<file path="src/rtl/rxu_pkg.sv">
package rxu_pkg;
  typedef enum logic [2:0] {
    ST_IDLE, ST_START, ST_DATA, ST_PAR, ST_STOP, ST_STOP2
  } rx_state_e;

  typedef struct packed {
    logic [7:0] data;
    logic       stop_ok;
    logic       par_ok;
  } rx_frame_t;
endpackage

</file>
<file path="src/rtl/rxu_sync.sv">
module rxu_sync (
  input  logic clk_i,
  input  logic rst_ni,
  input  logic d_i,
  output logic q_o
);
  logic [1:0] ff_q;
  always_ff @(posedge clk_i or negedge rst_ni) begin
    if (!rst_ni) ff_q <= 2'b11;
    else         ff_q <= {ff_q[0], d_i};
  end
  assign q_o = ff_q[1];
endmodule

</file>
<file path="src/rtl/rxu_tick.sv">
module rxu_tick #(
  parameter int DIV = 4
) (
  input  logic clk_i,
  input  logic rst_ni,
  output logic tick_o
);
  localparam int W = (DIV > 1) ? $clog2(DIV) : 1;
  logic [W-1:0] cnt_q;
  always_ff @(posedge clk_i or negedge rst_ni) begin
    if (!rst_ni)                   cnt_q <= '0;
    else if (cnt_q == W'(DIV - 1)) cnt_q <= '0;
    else                           cnt_q <= cnt_q + W'(1);
  end
  assign tick_o = (cnt_q == W'(DIV - 1));
endmodule

</file>
<file path="src/rtl/rxu_frame.sv">
module rxu_frame
  import rxu_pkg::*;
#(
  parameter int OVS = 16,
  parameter int DW  = 8
) (
  input  logic      clk_i,
  input  logic      rst_ni,
  input  logic      tick_i,
  input  logic      rx_i,
  input  logic      en_i,
  input  logic      par_en_i,
  input  logic      par_odd_i,
  input  logic      two_stop_i,
  input  logic      len7_i,
  output logic      done_o,
  output rx_frame_t frame_o
);
  localparam int CW   = $clog2(OVS);
  localparam int BW   = $clog2(DW);
  localparam int HALF = OVS / 2;

  rx_state_e     state_q;
  logic [CW-1:0] cnt_q;
  logic [BW-1:0] bit_q;
  logic [DW-1:0] sh_q;
  logic          prev_q, acc_q, pbit_q, stop_q, done_q;
  logic          bit_end;
  logic [BW-1:0] last_bit;

  assign bit_end  = (cnt_q == CW'(OVS - 1));
  assign last_bit = len7_i ? BW'(DW - 2) : BW'(DW - 1);

  always_ff @(posedge clk_i or negedge rst_ni) begin
    if (!rst_ni) begin
      state_q <= ST_IDLE;
      cnt_q   <= '0;
      bit_q   <= '0;
      sh_q    <= '0;
      prev_q  <= 1'b1;
      acc_q   <= 1'b0;
      pbit_q  <= 1'b0;
      stop_q  <= 1'b1;
      done_q  <= 1'b0;
    end else begin
      done_q <= 1'b0;
      if (tick_i) begin
        prev_q <= rx_i;
        case (state_q)
          ST_IDLE: if (en_i && prev_q && !rx_i) begin
            state_q <= ST_START;
            cnt_q   <= '0;
          end
          ST_START: begin
            if (cnt_q == CW'(HALF - 1)) begin
              cnt_q <= '0;
              bit_q <= '0;
              acc_q <= 1'b0;
              state_q <= rx_i ? ST_IDLE : ST_DATA;  // glitch -> back to idle
            end else cnt_q <= cnt_q + CW'(1);
          end
          ST_DATA: begin
            if (bit_end) begin
              cnt_q <= '0;
              sh_q  <= {rx_i, sh_q[DW-1:1]};
              acc_q <= acc_q ^ rx_i;
              if (bit_q == last_bit) state_q <= par_en_i ? ST_PAR : ST_STOP;
              else                   bit_q   <= bit_q + BW'(1);
            end else cnt_q <= cnt_q + CW'(1);
          end
          ST_PAR: begin
            if (bit_end) begin
              cnt_q   <= '0;
              pbit_q  <= rx_i;
              state_q <= ST_STOP;
            end else cnt_q <= cnt_q + CW'(1);
          end
          ST_STOP: begin
            if (bit_end) begin
              cnt_q   <= '0;
              stop_q  <= rx_i;
              done_q  <= 1'b1;
              state_q <= two_stop_i ? ST_STOP2 : ST_IDLE;
            end else cnt_q <= cnt_q + CW'(1);
          end
          ST_STOP2: begin
            if (bit_end) begin
              cnt_q   <= '0;
              state_q <= ST_IDLE;
            end else cnt_q <= cnt_q + CW'(1);
          end
          default: state_q <= ST_IDLE;
        endcase
      end
    end
  end

  assign done_o          = done_q;
  assign frame_o.data    = len7_i ? {1'b0, sh_q[DW-1:1]} : sh_q;
  assign frame_o.stop_ok = stop_q;
  assign frame_o.par_ok  = !par_en_i || ((acc_q ^ pbit_q) == par_odd_i);

  AST_IDLE_WHEN_BLOCKED: assert property (@(posedge clk_i) disable iff (!rst_ni)
    (state_q == ST_IDLE && !en_i) |=> (state_q == ST_IDLE));
endmodule

</file>
<file path="src/rtl/uart_rx_err.sv">
module uart_rx_err
  import rxu_pkg::*;
#(
  parameter int DIV = 4,
  parameter int OVS = 16,
  parameter int DW  = 8
) (
  input  logic          clk_i,
  input  logic          rst_ni,
  input  logic          rx_i,
  input  logic          par_en_i,
  input  logic          par_odd_i,
  input  logic          two_stop_i,
  input  logic          len7_i,
  input  logic          rie_i,
  input  logic          rd_ack_i,
  input  logic          clr_ovr_i,
  input  logic          clr_frm_i,
  input  logic          clr_par_i,
  output logic [DW-1:0] rx_data_o,
  output logic          full_o,
  output logic          ovr_err_o,
  output logic          frm_err_o,
  output logic          par_err_o,
  output logic          rxi_o,
  output logic          eri_o
);
  logic      rx_s, tick, done, rx_en;
  rx_frame_t frame;
  logic [DW-1:0] data_q;
  logic full_q, ovr_q, frm_q, par_q;
  logic load, set_ovr, set_frm, set_par, set_full;

  rxu_sync u_sync (.clk_i(clk_i), .rst_ni(rst_ni), .d_i(rx_i), .q_o(rx_s));

  rxu_tick #(.DIV(DIV)) u_tick (.clk_i(clk_i), .rst_ni(rst_ni), .tick_o(tick));

  rxu_frame #(.OVS(OVS), .DW(DW)) u_frame (
    .clk_i(clk_i), .rst_ni(rst_ni), .tick_i(tick), .rx_i(rx_s), .en_i(rx_en),
    .par_en_i(par_en_i), .par_odd_i(par_odd_i), .two_stop_i(two_stop_i),
    .len7_i(len7_i), .done_o(done), .frame_o(frame)
  );

  assign rx_en    = !(ovr_q || frm_q || par_q);
  assign set_ovr  = done && full_q;
  assign load     = done && !full_q;
  assign set_frm  = load && !frame.stop_ok;
  assign set_par  = load && !frame.par_ok;
  assign set_full = load && frame.stop_ok && frame.par_ok;

  // set wins over a same-cycle clear
  always_ff @(posedge clk_i or negedge rst_ni) begin
    if (!rst_ni) begin
      data_q <= '0;
      full_q <= 1'b0;
      ovr_q  <= 1'b0;
      frm_q  <= 1'b0;
      par_q  <= 1'b0;
    end else begin
      if (load) data_q <= frame.data[DW-1:0];
      full_q <= set_full || (full_q && !rd_ack_i);
      ovr_q  <= set_ovr  || (ovr_q  && !clr_ovr_i);
      frm_q  <= set_frm  || (frm_q  && !clr_frm_i);
      par_q  <= set_par  || (par_q  && !clr_par_i);
    end
  end

  assign rx_data_o = data_q;
  assign full_o    = full_q;
  assign ovr_err_o = ovr_q;
  assign frm_err_o = frm_q;
  assign par_err_o = par_q;
  assign rxi_o     = full_q && rie_i;
  assign eri_o     = (ovr_q || frm_q || par_q) && rie_i;

  AST_OVR_HOLDS_DATA: assert property (@(posedge clk_i) disable iff (!rst_ni)
    $rose(ovr_q) |-> ($stable(data_q) && full_q));
  AST_ERR_NOT_FULL: assert property (@(posedge clk_i) disable iff (!rst_ni)
    ($rose(frm_q) || $rose(par_q)) |-> !full_q);
  AST_FULL_FROM_FRAME: assert property (@(posedge clk_i) disable iff (!rst_ni)
    $rose(full_q) |-> $past(done));
endmodule

</file>
<file path="config.mk">
export PLATFORM = sky130hd
export DESIGN_NAME = uart_rx_err
export DESIGN_NICKNAME = d
export VERILOG_FILES = /design/src/rtl/rxu_pkg.sv /design/src/rtl/rxu_sync.sv /design/src/rtl/rxu_tick.sv /design/src/rtl/rxu_frame.sv /design/src/rtl/uart_rx_err.sv
export SDC_FILE = /design/constraint.sdc
export NUM_CORES = 1
export LEC_CHECK = 0
export CAP_MARGIN = 25
export CORE_MARGIN = 2
export CORE_UTILIZATION = 45
export DETAILED_ROUTE_END_ITERATION = 8
export PLACE_DENSITY = 0.72
export SYNTH_ARGS = -nofsm -noshare
export SYNTH_HDL_FRONTEND = slang
export SYNTH_HIERARCHICAL = 1
export SYNTH_SLANG_ARGS = --single-unit
</file>
<file path="constraint.sdc">
create_clock -name clk_i -period 3.6 [get_ports clk_i]
set_clock_uncertainty 0.05 [all_clocks]
set_input_delay 1.08 -clock clk_i [delete_from_list [all_inputs] [get_ports clk_i]]
set_output_delay 1.08 -clock clk_i [all_outputs]
set_load 0.01 [all_outputs]
</file>
# Yosys cells after proc, flatten, opt, wreduce, memory -nomap -nowiden

Index checks and enable logic that the tools add are counted.

Output and inout port bits: 14
Flip-flop bits (word level): 39

$add $sub $neg: 3
Multiplexer cells: 28
Bitwise logic cells: 2
Eq/ne operators: 18
Reductions and logical operators: 42

Operator list:

| operator                                      | count |
|---|---|
| 2-to-1 mux 3 bit                              | 12 |
| one-hot mux 3 bit (6 select lines)            | 1 |
| logical AND 1 bit                             | 14 |
| != test 2 x 1 -> 1 bit, second input constant | 7 |
| 2-to-1 mux 4 bit                              | 3 |
| one-hot mux 4 bit (3 select lines)            | 1 |
| AND reduction 3 bit                           | 4 |
| zero test 1 bit                               | 10 |
| 2-to-1 mux 8 bit                              | 1 |
| AND reduction 8 bit                           | 1 |
| logical OR 1 bit                              | 7 |
| == test 3 x 2 -> 1 bit, second input constant | 2 |
| == test 3 bit, second input constant          | 2 |
| 2-to-1 mux 1 bit                              | 6 |
| one-hot mux 3 bit (2 select lines)            | 1 |
| AND reduction 5 bit                           | 1 |
| adder 4 x 1 -> 4 bit, second input constant   | 1 |
| == test 4 x 3 -> 1 bit, second input constant | 1 |
| == test 4 bit, second input constant          | 1 |
| 2-to-1 mux 2 bit                              | 2 |
| AND reduction 4 bit                           | 1 |
| OR reduction 4 bit                            | 1 |
| adder 3 x 1 -> 3 bit, second input constant   | 1 |
| == test 3 x 1 -> 1 bit, second input constant | 1 |
| 10 further kinds                              | 11 |

# Depth between registers and ports, before layout

Depth in word-level cells: 7
Mapped depth: 7
Gate-level depth less buffers: 6

# By module

The synthesis kept the hierarchy.

By module, submodules not included:

| module      | cells each | instances | area an instance (um2) |
|---|---|---|---|
| rxu_frame   | 132        | 1         | 1372.6 |
| uart_rx_err | 36         | 1         | 511.7 |
| rxu_tick    | 4          | 1         | 66.3 |
| rxu_sync    | 2          | 1         | 52.6 |

# Worst setup path after synthesis

OpenSTA, ideal clock, no wires.

Kind: input to output
Start: input rie_i
End: output eri_o
Arrival time: 1.277 ns
Cell stages on the path: 1
Slack: 1.193 ns
Buffers on the path: 0
Data required time: 2.470 ns
Path through: nor2b_1

Word-level cells in the longest chain between the ends: 1

Ends and longest elaborated chain:

| element           | RTL line          | text |
|---|---|---|
| from (decl)       | uart_rx_err.sv:15 | `input logic rie_i,` |
| logical AND 1 bit | uart_rx_err.sv:74 | `assign eri_o = (ovr_q \|\| frm_q \|\| par_q) && rie_i;` |
| to (decl)         | uart_rx_err.sv:26 | `output logic eri_o` |

Every way passes these cells.

# Worst setup path in the final report

Same ends and word-level chain as after synthesis.

==> results by group <==
Run status
  – Outcome: complete, no violations

Synth
  – Sequential fraction of the synthesis area: between 40% and 50%
  – Post-Syn Area: approximately 2000 um2
  – Synth Flop Type: dfrtp_1
  – Count of synthesis-stage warnings from yosys: 6
  – Post-synth EDFFs: 0
  – Area share of the leading cell type in the synthesized netlist: 43.72%
  – Post-synthesis cell type count: 45
  – Net count after synthesis: between 150 and 200
  – Most area-hungry cell type in the Yosys netlist: dfrtp_1
  – Top cells by count, synth: dfrtp_1, mux2_2, nand2_1
  – Flip-flop and latch count after synthesis: 39
  – Most frequently used cell type in the post-synthesis netlist: dfrtp_1
  – Leading post-synthesis cells by cell area: dfrtp_1, mux2_2, mux2_4
  – Post-synthesis area per instance: roughly 12 um2
  – Async set or reset register ratio after synthesis: 100.0%
  – Synthesized netlist cell count: 174

CTS
  – CTS Buf Count: 5
  – Root buf cell: clkbuf_8
  – Clock slew seen by the registers of the worst setup and hold paths: about 70 ps
  – Post-cts sizing count: 0
  – H-tree levels: 2
  – Post-CTS Hold Fix Bufs: 0
  – Setup fix buffers added after clock tree synthesis: 0
  – CTS tree: done
  – Clk_lat worst skew: ~290 ps
  – CTS Buffer Depth: 2
  – Sinks on the clock net: 39

Floorplan
  – Height of the die: around 71 um
  – Area of the placeable core: between 4000 and 5000 um2
  – DIE AREA: around 5000 um2
  – DIE WIDTH: 70.72 um
  – Site Rows: 24
  – Effective utilization at floorplan: a little under half
  – Boundary pin count: 26

Place
  – Weighted congestion reported at the end of routability-driven placement: 0.9014
  – DP Area: about 2300 um2
  – HPWL Detailed: 2.478 mm
  – Number of port buffers: 25

Timing
  – Final worst-path cycle share: between 90% and 100%
  – Final Max Slew Viols: 0
  – Final TNS setup: 0 ps
  – Hold violation total from the final report: 0
  – Unrepaired setup endpoints after global routing: false
  – Number of setup violations in the final report: 0
  – Relative slew margins: between 40% and 50%
  – Maximum clock frequency: 0.2970 GHz
  – Worst Tran Pin Value: around 840 ps
  – Minimum period implied by the final worst setup slack: 3367 ps

Power and ir drop
  – Pwr Density: approximately 380 nW/um2
  – Static Leakage: between 1 and 1.5 nW
  – Maximum resistive drop on vdd: 254.5 uV

Drt
  – DRC marker count from the first detailed-route iteration: 31
  – Antenna violation net count after detailed routing: 0
  – Routed wire length: between 3 and 4 mm
  – Routed via count: 1341
  – Routed wire per std cell: 13.58 um
  – DRC violations left: 0
  – Post-detailed-route via-to-cell ratio: 5.321
  – Length of the first detailed-routing pass in iterations: 4

Critical path
  – Critical path fanouts, max: 2
  – Kind of capture point of the worst setup path: primary output
  – Cell type with the highest occurrence count on the critical path: clkdlybuf4s50_1
  – Maximum single-stage delay on the critical path: 550 ps
  – Ordered cell list for the critical path: clkdlybuf4s50_1, nor2b_1, clkdlybuf4s50_1
  – Critical Path Slowest Stage Cell: clkdlybuf4s50_1
  – Startpoint types: input port
  – Worst endpoint data arrival time: 2240 ps
  – Data required time at the worst endpoint: around 2500 ps
  – Register-to-register setup slack: between 1500 and 2000 ps
  – Kind of critical path: input port to primary output

Global routing
  – Pin count of the biggest net entering global routing: 40
  – Number of antenna violations at the first check in global routing: 0
  – Met1 track demand over resource: around a fifth
  – Grt peak-use layer: met2
  – Global-route wire length before repair: 6.223 mm
  – Fraction of met2 tracks used by global routing: 25.55%
  – Met3 routing resource usage after global routing: approximately 4.4%
  – Global route overflow: 0
  – Total routing resource utilization after global routing: about 16%
  – Via count of the first global-routing pass: around 1.4k

Job
  – Number of violations of the max-capacitance limit: 0

Cells and area
  – Area growth from synthesis to layout: 19.18%
  – Post-Route Utilization: 55.21%
  – Fillers: between 300 and 400
  – Final non-filler cell area: 2387 um2
  – N_diodes: 0
  – Fraction of final layout cells sized beyond drive strength 1: about 23%
  – Nets: ~210
  – Multi-input combinational cell area: 933.4 um2
  – Area used by sequential logic in the layout: just under 1000 um2

Worst hold path
  – Worst hold path class: flip-flop to flip-flop
[worst max-delay path: cells and delay by family]
kind          cells  cell delay, ps
buf+inv           2            1010
simple gates      1             140
[final cells by class]
type / instances / area share [%]
clock inverters: 2 / 2.516
repair buffers: 25 / 10.27
well taps: 52 / 2.725
clock buffers: 6 / 3.040
flip-flops and latches: 39 / 41.09
multi-input cells: 120 / 39.10
inverters: 8 / 1.258
[cell families (layout without fill, tap and decap cells)]
kind of cell               count (synthesis)  in the layout  synth area share (%)
DFF                                       39             39                 48.97
muxes                                     29             29                 17.86
xor gates and xnor gates                   5              5                 2.186
buffers and inverters                     15             41                 4.434
adders and majority gates                  3              3                 1.874
AOI/OAI and AO/OA                         34             34                 10.56
and+or+nand+nor                           49             49                 14.12
[worst paths after layout]
kind | start | end | cells after the start
min in group asynchronous | rst_ni | rx_data_o[7] | 1
max in group asynchronous | rst_ni | rx_data_o[6] | 1
max | rie_i | eri_o | 3
min | u_sync/ff_q[0] | u_sync/ff_q[1] | 0
max reg2reg | u_frame/cnt_q[0] | u_frame/bit_q[2] | 6
min reg2reg | u_sync/ff_q[0] | u_sync/ff_q[1] | 0
[placed cells by master, fill, tap and decap left out, types with 4 or more instances in the layout]
master / synthesis / final
nor2_1: 8 / 8
o22ai_1: 5 / 5
dfrtp_1: 35 / 35
a21oi_1: 8 / 8
mux2_2: 18 / 18
mux2_4: 9 / 9
nand3_1: 4 / 4
clkbuf_8: 0 / 5
clkdlybuf4s50_1: 0 / 24
inv_1: 8 / 8
nand2_1: 14 / 14
o21ai_0: 9 / 9
xnor2_1: 5 / 5
dfstp_2: 4 / 4
[per-stage QoR]
stage          setup WS (ps)  power, mW  hold WS [ps]  cells
2_1_floorplan           1193     0.4587         295.2    174
3_3_place_gp           277.1     0.4798         295.9    244
3_5_place_dp           224.0     0.4804         300.4    244
4_1_cts                220.5     0.9122         311.8    252
5_1_grt                176.9     0.9265         313.0    252
6_report               233.2     0.8985         310.0    252
[power by group]
| group | internal, mW | total, mW | switching [mW] | leakage [nW] |
|---|---|---|---|---|
| logic | 0.0140 | 0.0283 | 0.0143 | 0.493 |
| registers | 0.441 | 0.443 | 0.00172 | 0.501 |
| clock network | 0.277 | 0.428 | 0.151 | 0.0654 |
[layer usage]
metal  up-vias  routed length (um)
met5         -                   0
met2        25                1660
met4         0                  40
met1       644                1565
met3         6                 155
li1        666                   -
[registers in the layout (all words and copies together) (netlist names)]
register / cells
u_frame/bit_q: 3
u_sync/ff_q: 2
ovr_err_o: 1
u_frame/cnt_q: 4
u_frame/sh_q: 8
rx_data_o: 8
u_frame/acc_q: 1
u_frame/done_o: 1
frm_err_o: 1
u_tick/cnt_q: 2
u_frame/state_q: 3
u_frame/stop_q: 1
full_o: 1
par_err_o: 1
u_frame/prev_q: 1
u_frame/pbit_q: 1
No activity file was read; power rests on OpenSTA's default activity.
